<file path="config.mk">
export PLATFORM = sky130hd
export DESIGN_NAME = ep_rx_fifo
export DESIGN_NICKNAME = d
export VERILOG_FILES = /design/src/rtl/rxq_pkg.sv /design/src/rtl/rxq_wrap_ctr.sv /design/src/rtl/rxq_mem.sv /design/src/rtl/ep_rx_fifo.sv
export SDC_FILE = /design/constraint.sdc
export NUM_CORES = 1
export LEC_CHECK = 0
export BUFFER_PORTS_ARGS = -buffer_cell sky130_fd_sc_hd__buf_4
export CAP_MARGIN = 20
export CORE_UTILIZATION = 65
export CTS_CLUSTER_SIZE = 14
export DETAILED_ROUTE_END_ITERATION = 8
export PLACE_DENSITY = 0.95
export SLEW_MARGIN = 20
export SYNTH_ARGS = -nofsm -noshare
export SYNTH_HDL_FRONTEND = slang
export SYNTH_HIERARCHICAL = 1
export SYNTH_SLANG_ARGS = --single-unit
</file>
<file path="constraint.sdc">
create_clock -name clk -period 10.64 [get_ports clk]
set_clock_uncertainty 0.2 [all_clocks]
set_input_delay 1.064 -clock clk [delete_from_list [all_inputs] [get_ports clk]]
set_output_delay 1.064 -clock clk [all_outputs]
set_load 0.005 [all_outputs]
</file>
<file path="src/rtl/rxq_pkg.sv">
package rxq_pkg;

    // Sticky condition flags kept by the controller.
    typedef struct packed {
        logic ovr;
        logic warn;
    } rxq_flags_t;

    // Pointer width that stays legal for a one-entry buffer.
    function automatic int ptr_bits(input int depth);
        return (depth > 1) ? $clog2(depth) : 1;
    endfunction

endpackage

</file>
<file path="src/rtl/rxq_wrap_ctr.sv">
module rxq_wrap_ctr #(
    parameter int DEPTH = 16,
    parameter int PTR_W = rxq_pkg::ptr_bits(DEPTH)
) (
    input  logic             clk,
    input  logic             rst_n,
    input  logic             clr,
    input  logic             step,
    output logic [PTR_W-1:0] ptr
);

    localparam logic [PTR_W-1:0] LAST = PTR_W'(DEPTH - 1);
    localparam bit POW2 = ((1 << PTR_W) == DEPTH);

    logic [PTR_W-1:0] ptr_d, ptr_q, inc;

    generate
        if (POW2) begin : g_pow2
            // Natural roll-over of the counter is the wrap.
            always_comb inc = ptr_q + 1'b1;
        end else begin : g_cmp
            always_comb inc = (ptr_q == LAST) ? '0 : ptr_q + 1'b1;
        end
    endgenerate

    always_comb begin
        ptr_d = ptr_q;
        if (clr)       ptr_d = '0;
        else if (step) ptr_d = inc;
    end

    always_ff @(posedge clk or negedge rst_n) begin
        if (!rst_n) ptr_q <= '0;
        else        ptr_q <= ptr_d;
    end

    assign ptr = ptr_q;

    p_ptr_range_r1: assert property (@(posedge clk) disable iff (!rst_n)
        int'(ptr_q) < DEPTH)
        else $error("pointer left range");

    p_ptr_wrap_r1: assert property (@(posedge clk) disable iff (!rst_n)
        (step && !clr && ptr_q == LAST) |=> (ptr_q == '0))
        else $error("pointer did not wrap");

endmodule

</file>
<file path="src/rtl/rxq_mem.sv">
module rxq_mem #(
    parameter int DEPTH = 16,
    parameter int WIDTH = 8,
    parameter int PTR_W = rxq_pkg::ptr_bits(DEPTH)
) (
    input  logic             clk,
    input  logic             we,
    input  logic [PTR_W-1:0] waddr,
    input  logic [WIDTH-1:0] wdata,
    input  logic [PTR_W-1:0] raddr,
    output logic [WIDTH-1:0] rdata
);

    logic [WIDTH-1:0] mem_q [DEPTH];

    // Storage carries no reset; contents are only visible after a write.
    always_ff @(posedge clk) begin
        if (we) mem_q[waddr] <= wdata;
    end

    assign rdata = mem_q[raddr];

endmodule

</file>
<file path="src/rtl/ep_rx_fifo.sv">
module ep_rx_fifo #(
    parameter int DEPTH = 16,
    parameter int WIDTH = 8,
    parameter int CNT_W = $clog2(DEPTH + 1)
) (
    input  logic             clk,
    input  logic             rst_n,
    input  logic             wr_en,
    input  logic [WIDTH-1:0] wr_data,
    input  logic             rd_en,
    output logic [WIDTH-1:0] rd_data,
    input  logic [CNT_W-1:0] warn_thresh,
    input  logic             flush,
    input  logic             clr_flags,
    output logic [CNT_W-1:0] rd_count,
    output logic [CNT_W-1:0] free_level,
    output logic             empty,
    output logic             full,
    output logic             overrun,
    output logic             warn
);

    import rxq_pkg::*;

    localparam int PTR_W = ptr_bits(DEPTH);
    localparam logic [CNT_W-1:0] DEPTH_C = CNT_W'(DEPTH);

    typedef struct packed {
        logic [CNT_W-1:0] cnt;
        rxq_flags_t       flg;
        logic [WIDTH-1:0] rdat;
    } state_t;

    state_t st_d, st_q;

    logic             wr_ok, rd_ok;
    logic [PTR_W-1:0] wr_ptr, rd_ptr;
    logic [WIDTH-1:0] mem_rdata;
    logic [CNT_W-1:0] lvl_nxt;

    rxq_wrap_ctr #(.DEPTH(DEPTH), .PTR_W(PTR_W)) u_wptr (
        .clk(clk), .rst_n(rst_n), .clr(flush), .step(wr_ok), .ptr(wr_ptr)
    );

    rxq_wrap_ctr #(.DEPTH(DEPTH), .PTR_W(PTR_W)) u_rptr (
        .clk(clk), .rst_n(rst_n), .clr(flush), .step(rd_ok), .ptr(rd_ptr)
    );

    rxq_mem #(.DEPTH(DEPTH), .WIDTH(WIDTH), .PTR_W(PTR_W)) u_mem (
        .clk(clk), .we(wr_ok), .waddr(wr_ptr), .wdata(wr_data),
        .raddr(rd_ptr), .rdata(mem_rdata)
    );

    assign empty      = (st_q.cnt == '0);
    assign full       = (st_q.cnt == DEPTH_C);
    assign wr_ok      = wr_en && !full  && !flush;
    assign rd_ok      = rd_en && !empty && !flush;

    always_comb begin
        st_d    = st_q;
        lvl_nxt = DEPTH_C;
        if (flush) begin
            st_d.cnt      = '0;
            st_d.flg.ovr  = 1'b0;
            st_d.flg.warn = 1'b0;
        end else begin
            unique case ({wr_ok, rd_ok})
                2'b10:   st_d.cnt = st_q.cnt + 1'b1;
                2'b01:   st_d.cnt = st_q.cnt - 1'b1;
                default: st_d.cnt = st_q.cnt;
            endcase
            if (rd_ok) st_d.rdat = mem_rdata;
            // A fresh overrun outranks the clear strobe.
            st_d.flg.ovr  = (wr_en && full) || (st_q.flg.ovr && !clr_flags);
            lvl_nxt       = DEPTH_C - st_d.cnt;
            st_d.flg.warn = (lvl_nxt <= warn_thresh) ||
                            (st_q.flg.warn && !clr_flags);
        end
    end

    always_ff @(posedge clk or negedge rst_n) begin
        if (!rst_n) st_q <= '0;
        else        st_q <= st_d;
    end

    assign rd_data    = st_q.rdat;
    assign rd_count   = st_q.cnt;
    assign free_level = DEPTH_C - st_q.cnt;
    assign overrun    = st_q.flg.ovr;
    assign warn       = st_q.flg.warn;

    p_cnt_ptr_r5: assert property (@(posedge clk) disable iff (!rst_n)
        ((int'(wr_ptr) + DEPTH - int'(rd_ptr)) % DEPTH) == (int'(st_q.cnt) % DEPTH))
        else $error("count disagrees with pointers");

    p_underrun_hold_r3: assert property (@(posedge clk) disable iff (!rst_n)
        (rd_en && empty && !wr_en && !flush) |=> ($stable(rd_data) && empty))
        else $error("underrun changed read data");

    p_overrun_drop_r4: assert property (@(posedge clk) disable iff (!rst_n)
        (wr_en && full && !rd_en && !flush) |=> (full && overrun))
        else $error("overrun not flagged");

    p_warn_set_r7: assert property (@(posedge clk) disable iff (!rst_n)
        (!flush && lvl_nxt <= warn_thresh) |=> warn)
        else $error("warning missed");

    p_flush_clear_r8: assert property (@(posedge clk) disable iff (!rst_n)
        flush |=> (empty && !overrun && !warn))
        else $error("flush incomplete");

    p_simul_hold_r9: assert property (@(posedge clk) disable iff (!rst_n)
        (wr_en && rd_en && !empty && !full && !flush) |=> $stable(rd_count))
        else $error("count moved on read+write");

    p_ovr_clear_r10: assert property (@(posedge clk) disable iff (!rst_n)
        (clr_flags && !flush && !(wr_en && full)) |=> !overrun)
        else $error("overrun not cleared");

endmodule

</file>
After elaboration in Yosys (flattened, before gate mapping). Memories as Yosys holds them, arrays and structs flattened. A register that Yosys moved wholly into a read port is not among the register bits. Index checks and enable logic that the tools add are counted.

Flip-flop bits (word level): 15. RAM bits: 128. Input bits: 19. Output and inout bits: 22. Memories: 1.

Memories: u_mem.mem_q (words 16, bits a word 8, rd ports 1, clocked after memory_dff 1, wr ports 1, RTL line rxq_mem.sv:14) `logic [WIDTH-1:0] mem_q [DEPTH];`.

Add/subtract/negate cells: 6. $lt $le $gt $ge: 1. Eq/ne operators: 3. Multiplexer cells: 9. Bitwise gates (word level): 1. Reductions and logical operators: 18.

Operators by type and width (number): 4-bit 2-to-1 mux (4); 5-bit one-hot mux with 2 select lines (1); 5-bit subtractor (first input constant) (2); 4-bit by 1-bit adder with 4-bit output (second input constant) (2); 1-bit logical AND (7); 7-bit 2-to-1 mux (1); 5-bit by 1-bit adder with 5-bit output (second input constant) (1); 5-bit == test (second input constant) (1); 5-bit <= comparator (1); 1-bit logical NOT (5); 5-bit logical NOT (1); 5-bit 2-to-1 mux (1); 5-bit by 1-bit subtractor with 5-bit output (second input constant) (1); 2-bit nonzero test (2); 2-bit by 1-bit == test with 1-bit output (second input constant) (1); 2-bit == test (second input constant) (1); 1-bit logical OR (2); 1-bit 2-to-1 mux (2); 2-bit AND reduction (1); 1-bit NOT (1).

Longest topological paths before layout. Gate-level depths: netlist of the first run.

Depth in word-level cells: 11. Gate-level depth with buffers: 19.

Modules after synthesis. Netlist of the first run, hierarchy kept.

Modules (own cells, without submodules): rxq_mem (instances 1, cells an instance 221, area each 4987.3 µm², sequential area each 3843.7 µm²); ep_rx_fifo (instances 1, cells an instance 94, area each 999.7 µm², sequential area each 375.4 µm²); rxq_wrap_ctr (instances 2, cells an instance 16, area each 192.7 µm², sequential area each 100.1 µm²).

Worst setup path after synthesis of the first run. Ideal clock, no wire load.

Path kind: input to register. Start: input flush. End: register st_q (netlist bit warn). Library setup time: 0.131 ns. Arrival time: 3.922 ns. Data required time: 10.309 ns. Path slack: 6.388 ns. Stages on the path: 15. Buffers on the path: 2. Cell sequence: buf_2 > nor3b_1 > buf_2 > ha_1 > fa_1 > mux2i_1 > ha_1 > o2111ai_1 > xor2_1 > ha_1 > and3_1 > a32oi_1 > nand2_1 > a21oi_1 > a211oi_1.

RTL lines: from (decl) (RTL line ep_rx_fifo.sv:13) `input logic flush,`; to (signal assigned) (RTL line ep_rx_fifo.sv:83) `else st_q <= st_d;`; to (decl) (RTL line ep_rx_fifo.sv:34) `state_t st_d, st_q;`.

==> impl_metrics.csv, run 1 <==
group,metric,value,unit
outcome,outcome,"complete, no violations",
clock_tree,cts.path.max_buffers,2,
floorplanning,die-area,0.0102,mm2
placement,placedInstanceArea,0.00677,mm2
floorplanning,chipWidth,101,um
synthesis,netlist.top_cell.by_area,"sky130_fd_sc_hd__edfxtp_1",
clock_tree,htreeDepth,4,
timing,rsz_0062_raised_after_global_routing,"no",
clock_tree,number_of_clock_sinks,151,
global_routing,gr-total-overflow,0,
clock_tree,postCtsSetupBuffers,0,
timing,worst-slew-pin-transition,1.08,ns
synthesis,synthFlopType,"sky130_fd_sc_hd__edfxtp_1",
global_routing,antenna_found_initial,0,
global_routing,grt.total_usage,30.1,%
critical_path,critPathMaxFanout,14,
finish,post_route_cells_drive_above_1_share,25.5,%
timing,final-setup-viol-count,0,
clock_tree,root_buffer,"sky130_fd_sc_hd__clkbuf_8",
placement,place_hpwl,8500,um
floorplanning,core_area,0.00937,mm2
clock_tree,clock_insertion_delay_worst_skew,0.52,ns
route,wl_per_cell,25.3,um
finish,fin_area,0.00732,mm2
timing,worst_hold_slack,0.240,ns
route,ant_nets,0,
clock_tree,cts-hold-fix-buffers,0,
route,vias,3449,
clock_tree,total_cts_buffers,17,
global_routing,grt_max_degree,36,
timing,post-route-min-period,4.52,ns
job,drv_cap,0,
timing,finalMaxSlewViolations,0,
synthesis,synth_seq_area_share,69.4,%
global_routing,grt_pass1_wl,20700,um
placement,gp_congestion,0.822,
synthesis,synth-seq-cells,151,
synthesis,synth-edff-count,128,
finish,layout.cells.most_common_list,"128 x sky130_fd_sc_hd__edfxtp_1, 46 x sky130_fd_sc_hd__buf_4, 26 x sky130_fd_sc_hd__nor2_1",
synthesis,yosysUniqueCellTypes,45,
timing,finalHoldViolCount,0,
critical_path,crit_arrival,4.72,ns
critical_path,setup.worst_path.end_class,"flop",
route,routed_wl,13700,um
timing,fin_setup_tns,0,ns
finish,layout_commonest_cell,"sky130_fd_sc_hd__edfxtp_1",
critical_path,worst-setup-path-type,"reg -> reg",
critical_path,worstRegToRegCells,19,
synthesis,synth_fp_nets,382,
synthesis,syn-mean-instance-area,18.4,um2
synthesis,synth_largest_type_area_fraction,60.3,%
synthesis,synthCells,347,
power,power.leakage,0.00261,uW
placement,port-buffer-count,40,
route,drcViolationCount,0,
finish,design.final.nets,433,
route,detail_route.vias_per_cell,6.39,
clock_tree,cts_resized,0,
critical_path,worst_setup_path_start_kind,"flop",
timing,clock.fmax,221,MHz
floorplanning,start_util,68.0,%
finish,fillCellCount,495,
timing,final.period_utilization,42.5,%
power,cellPowerDensity,194,mW/mm2
route,number_of_drc_violations_after_detailed_routing_iteration_0,299,
synthesis,synth.area.top_cells,"sky130_fd_sc_hd__edfxtp_1 60%, sky130_fd_sc_hd__dfrtp_1 9.0%, sky130_fd_sc_hd__mux4_2 6.4%, sky130_fd_sc_hd__mux4_1 5.8%, sky130_fd_sc_hd__ha_1 2.9%",
route,dr.pass1.iters,4,
synthesis,synth.cell_area,0.00637,mm2
floorplanning,chipHeight,101,um
critical_path,critical_path_required,10.84,ns
clock_tree,clk_slew_on_worst_s_h_paths,0.07,ns
synthesis,synthesis.yosys.warnings,6,
clock_tree,tritoncts,"yes",
synthesis,fraction_of_registers_with_async_set_or_reset_after_synthesis,15.2,%
global_routing,number_of_global_route_vias_before_repair,3616,
timing,worst_slew_margin_rel,27.4,%
power,max-vdd-ir-drop,128,uV
finish,num_antenna_cells,0,
floorplanning,ios,41,
finish,synth_to_layout_area_growth,14.9,%
min_path,min_path_type,"in -> async",
floorplanning,row_count,35,
[path summary, 6_finish.rpt]
check	start	to	slack, ns
max	rd_count[0]	warn	6.12
min	rst_n	rd_data[0]	0.24
max reg2reg	rd_count[0]	warn	6.12
min reg2reg	rd_data[0]	rd_data[0]	0.30
max in group asynchronous	rst_n	u_rptr/ptr[0]	9.73
min in group clk	rd_data[0]	rd_data[0]	0.30
[power by group]
| part | switching (uW) | leakage (uW) | internal [uW] |
|---|---|---|---|
| Clock | 255 | 0.000261 | 297 |
| Combinational | 80.5 | 0.000900 | 96.4 |
| Sequential | 28.6 | 0.00145 | 665 |
[state kept, by name, summed over array words and instances, names as in the netlist]
name         count
u_wptr/ptr       4
u_mem/mem_q    128
u_rptr/ptr       4
overrun          1
rd_count         5
warn             1
rd_data          8
[worst max-delay path, cell delays in order (launching register included)]
cell                        delay (ns)
sky130_fd_sc_hd__dfrtp_1          0.50
sky130_fd_sc_hd__inv_1            0.08
sky130_fd_sc_hd__ha_1             0.22
sky130_fd_sc_hd__nor3b_1          0.16
sky130_fd_sc_hd__ha_1             0.23
sky130_fd_sc_hd__nor3b_2          0.20
sky130_fd_sc_hd__buf_4            0.26
sky130_fd_sc_hd__ha_1             0.31
sky130_fd_sc_hd__ha_1             0.27
sky130_fd_sc_hd__a21o_1           0.19
sky130_fd_sc_hd__a21oi_2          0.17
sky130_fd_sc_hd__xor2_1           0.29
sky130_fd_sc_hd__o2111ai_1        0.15
sky130_fd_sc_hd__xor2_1           0.18
sky130_fd_sc_hd__ha_1             0.31
sky130_fd_sc_hd__and3_1           0.17
sky130_fd_sc_hd__a32oi_1          0.23
sky130_fd_sc_hd__nand2_1          0.08
sky130_fd_sc_hd__a21oi_1          0.12
sky130_fd_sc_hd__a211oi_1         0.06
[cells by family (layout without fill, tap and decap cells)]
| group | Yosys count | count (layout) | synth area share, % |
|---|---|---|---|
| flops | 151 | 151 | 69.4 |
| simple gates | 66 | 66 | 5.18 |
| mux | 45 | 45 | 14.5 |
| compound gates | 33 | 33 | 3.81 |
| buf+inv | 25 | 89 | 2.40 |
| fa+ha+maj | 16 | 16 | 3.26 |
| xor+xnor | 11 | 11 | 1.51 |
[synth_stat cells, types with 2 or more instances]
| cell | number |
|---|---|
| sky130_fd_sc_hd__ha_1 | 15 |
| sky130_fd_sc_hd__mux2_4 | 2 |
| sky130_fd_sc_hd__nor2b_1 | 4 |
| sky130_fd_sc_hd__nor3b_1 | 2 |
| sky130_fd_sc_hd__mux2i_1 | 3 |
| sky130_fd_sc_hd__nand4_1 | 2 |
| sky130_fd_sc_hd__buf_2 | 5 |
| sky130_fd_sc_hd__xor2_1 | 4 |
| sky130_fd_sc_hd__nor3_1 | 5 |
| sky130_fd_sc_hd__mux4_2 | 18 |
| sky130_fd_sc_hd__xnor2_1 | 7 |
| sky130_fd_sc_hd__buf_6 | 3 |
| sky130_fd_sc_hd__a21oi_1 | 5 |
| sky130_fd_sc_hd__a22oi_1 | 17 |
| sky130_fd_sc_hd__nand3b_1 | 4 |
| sky130_fd_sc_hd__inv_1 | 11 |
| sky130_fd_sc_hd__mux4_1 | 14 |
| sky130_fd_sc_hd__buf_4 | 2 |
| sky130_fd_sc_hd__a21bo_2 | 2 |
| sky130_fd_sc_hd__clkdlybuf4s25_2 | 3 |
| sky130_fd_sc_hd__nand2_1 | 11 |
| sky130_fd_sc_hd__dfrtp_1 | 23 |
| sky130_fd_sc_hd__nand2b_1 | 2 |
| sky130_fd_sc_hd__nand3_1 | 3 |
| sky130_fd_sc_hd__edfxtp_1 | 128 |
| sky130_fd_sc_hd__nor2_1 | 26 |
| sky130_fd_sc_hd__mux2_1 | 8 |
[per-stage QoR]
step           worst slack (ns)  power (uW)  cells  utilization, %
3_3_place_gp               6.27         865    508            72.3
4_1_cts                    6.13        1430    540            78.1
2_1_floorplan              6.39         795    347               -
6_report                   6.12        1420    540            78.1
5_1_grt                    5.74        1470    540            78.1
3_5_place_dp               6.11         880    508            72.3
[layer usage]
| layer | track usage (%) | routed length [um] | vias to the layer above |
|---|---|---|---|
| met5 | 0 | 0 | - |
| met4 | 16.6 | 508 | 0 |
| met3 | 5.55 | 1030 | 38 |
| met2 | 51.5 | 7150 | 201 |
| met1 | 36.5 | 5000 | 1718 |
| li1 | - | - | 1492 |
[layout make-up]
| cell class | count | area, um2 | area share [%] |
|---|---|---|---|
| clock buffers | 18 | 418 | 5.71 |
| flip-flops and latches | 151 | 4420 | 60.4 |
| repair buffers | 46 | 345 | 4.72 |
| multi-input cells | 171 | 1810 | 24.7 |
| well taps | 129 | 161 | 2.20 |
| clock inverters | 14 | 129 | 1.76 |
| inverters | 11 | 41.3 | 0.564 |
No activity file was read; power rests on OpenSTA's default activity.
==> run 2: changes to the inputs <==
--- a/config.mk
+++ b/config.mk
@@ -7,10 +7,10 @@
 export LEC_CHECK = 0
 export BUFFER_PORTS_ARGS = -buffer_cell sky130_fd_sc_hd__buf_4
 export CAP_MARGIN = 20
-export CORE_UTILIZATION = 65
+export CORE_UTILIZATION = 54
 export CTS_CLUSTER_SIZE = 14
 export DETAILED_ROUTE_END_ITERATION = 8
-export PLACE_DENSITY = 0.95
+export PLACE_DENSITY = 0.85
 export SLEW_MARGIN = 20
 export SYNTH_ARGS = -nofsm -noshare
 export SYNTH_HDL_FRONTEND = slang
==> constraint.sdc (replaced) <==
create_clock -name clk -period 3.7 [get_ports clk]
set_clock_uncertainty 0.2 [all_clocks]
set_input_delay 0.37 -clock clk [delete_from_list [all_inputs] [get_ports clk]]
set_output_delay 0.37 -clock clk [all_outputs]
set_load 0.005 [all_outputs]
==> impl_metrics.csv, run 2 (synthesis gave the netlist of run 1 again) <==
group,metric,value,unit
floorplanning,die-area,0.0122,mm2
global_routing,grt_max_degree,36,
global_routing,antenna_found_initial,0,
timing,final.period_utilization,108,%
global_routing,grt_pass1_wl,20900,um
timing,finalHoldViolCount,0,
clock_tree,total_cts_buffers,17,
job,drv_cap,0,
route,number_of_drc_violations_after_detailed_routing_iteration_0,306,
timing,worst_slew_margin_rel,44.5,%
route,met3_length,1020,um
finish,design.final.nets,467,
finish,layout.cells.most_common_list,"128 x sky130_fd_sc_hd__edfxtp_1, 77 x sky130_fd_sc_hd__buf_4, 26 x sky130_fd_sc_hd__nor2_1",
floorplanning,chipWidth,111,um
finish,layout_commonest_cell,"sky130_fd_sc_hd__edfxtp_1",
outcome,outcome,"finished, violations left",
outcome,failed_checks,"setup timing",
route,detail_route.vias_per_cell,6.13,
floorplanning,core_area,0.0115,mm2
finish,num_antenna_cells,0,
clock_tree,root_buffer,"sky130_fd_sc_hd__clkbuf_16",
finish,fin_area,0.00779,mm2
route,vias,3607,
timing,worst_hold_slack,0.0480,ns
route,routed_wl,13600,um
placement,port-buffer-count,40,
critical_path,crit_arrival,4.09,ns
floorplanning,chipHeight,111,um
finish,largest_register_ffs,128,
route,drcViolationCount,0,
timing,rsz_0062_raised_after_global_routing,"yes",
timing,fin_setup_tns,-0.290,ns
clock_tree,clk_slew_on_worst_s_h_paths,0.07,ns
power,cellPowerDensity,544,mW/mm2
global_routing,gr-total-overflow,0,
critical_path,setup.worst_path.end_class,"flop",
placement,gp_congestion,0.836,
clock_tree,tritoncts,"yes",
floorplanning,ios,41,
clock_tree,clock_insertion_delay_worst_skew,0.42,ns
timing,worst-slew-pin-transition,0.830,ns
route,detail_route.wirelength.met1,5150,um
route,route.met2.wl,7160,um
timing,clock.fmax,251,MHz
critical_path,worst_setup_path_start_kind,"flop",
clock_tree,htreeDepth,4,
placement,placedInstanceArea,0.00707,mm2
route,wl_per_cell,23.1,um
critical_path,worst-setup-path-type,"reg -> reg",
critical_path,critical_path_required,3.80,ns
timing,final-setup-viol-count,1,
global_routing,grt.total_usage,23.7,%
route,maxUsedRoutingLayer,"met4",
finish,post_route_cells_drive_above_1_share,36.9,%
critical_path,critPathMaxFanout,5,
min_path,min_path_type,"in -> reg",
route,ant_nets,0,
finish,instances_no_fill,588,
clock_tree,cts.path.max_buffers,2,
global_routing,number_of_global_route_vias_before_repair,3716,
timing,finalMaxSlewViolations,0,
floorplanning,start_util,55.6,%
route,dr.pass1.iters,6,
power,power.leakage,0.00279,uW
finish,synth_to_layout_area_growth,22.3,%
clock_tree,number_of_clock_sinks,151,
floorplanning,row_count,39,
power,max-vdd-ir-drop,450,uV
timing,post-route-min-period,3.99,ns
finish,registers.top_by_ff_count,"u_mem/mem_q",
placement,placed_cells,550,
placement,place_hpwl,8310,um
timing,worst_slack,-0.290,ns
run 2: cell types whose count changed in the layout (fill, tap and decap cells not counted), sizes merged:
cell / delta
inv: -2
clkinv: +1
dlygate4sd3: +2
buf: +32
clkinvlp: +1
run 2: power by group:
part | leakage [uW] | internal (uW) | switching (uW)
combinational | 0.00107 | 369 | 302
clock | 0.000263 | 887 | 729
sequential | 0.00145 | 1910 | 39.9
total | 0.00279 | 3170 | 1070
run 2: critical path, cell delays in order (launching register included):
cell and delay [ns]:
sky130_fd_sc_hd__dfrtp_2 0.37, sky130_fd_sc_hd__inv_2 0.04, sky130_fd_sc_hd__ha_4 0.15, sky130_fd_sc_hd__nor3b_4 0.15, sky130_fd_sc_hd__ha_2 0.18, sky130_fd_sc_hd__or3b_4 0.39
sky130_fd_sc_hd__ha_4 0.21, sky130_fd_sc_hd__fa_2 0.36, sky130_fd_sc_hd__nand3_1 0.13, sky130_fd_sc_hd__and3b_2 0.22, sky130_fd_sc_hd__nor3_4 0.05, sky130_fd_sc_hd__xnor2_2 0.24
sky130_fd_sc_hd__xor2_1 0.20, sky130_fd_sc_hd__ha_1 0.27, sky130_fd_sc_hd__and3_4 0.16, sky130_fd_sc_hd__a32oi_2 0.22, sky130_fd_sc_hd__nand2_1 0.11, sky130_fd_sc_hd__a21oi_2 0.16
sky130_fd_sc_hd__a211oi_2 0.06
run 2: path summary, 6_finish.rpt:
path                        startpoint          end  slack [ns]  cells after the start
min                              wr_en      overrun        0.05                      3
min in group asynchronous        rst_n      overrun        0.21                      2
min reg2reg                 rd_data[7]   rd_data[7]        0.29                      1
max reg2reg                rd_count[1]         warn       -0.29                     18
max in group asynchronous        rst_n  rd_count[0]        2.77                      2
max                        rd_count[1]         warn       -0.29                     18
run 2: cell type report:
class	instances	area, um2
inverters	11	41.3
clock inverters	14	130
fillers	702	3670
well taps	143	179
multi-input cells	171	1970
clock buffers	18	429
flip-flops and latches	151	4420
repair buffers	80	618
run 2: per-layer routing:
metal | track usage, % | up-vias
li1 | - | 1557
met1 | 29.0 | 1843
met2 | 40.2 | 179
met3 | 5.93 | 28
met4 | 10.2 | 0
met5 | 0 | -
run 2: metrics by stage:
| stage | setup WS, ns | power (uW) | util, % |
|---|---|---|---|
| finish | -0.290 | 4240 | 68.0 |
| global route | -0.412 | 4390 | 68.0 |
| CTS | -0.193 | 4220 | 67.1 |
| detailed placement | -0.300 | 2580 | 61.7 |
| global placement | -0.0331 | 2550 | 61.7 |
| floorplan | -0.134 | 2310 | - |
run 2: repair_timing:
item / 4_1_cts / 5_1_grt
pin swaps: 0 / 8
gates resized for setup: 6 / 11
hold buffers: 2 / 0
setup endpoints to repair: 1 / 1
setup buffers: 1 / 3
hold endpoints to repair: 25 / 0
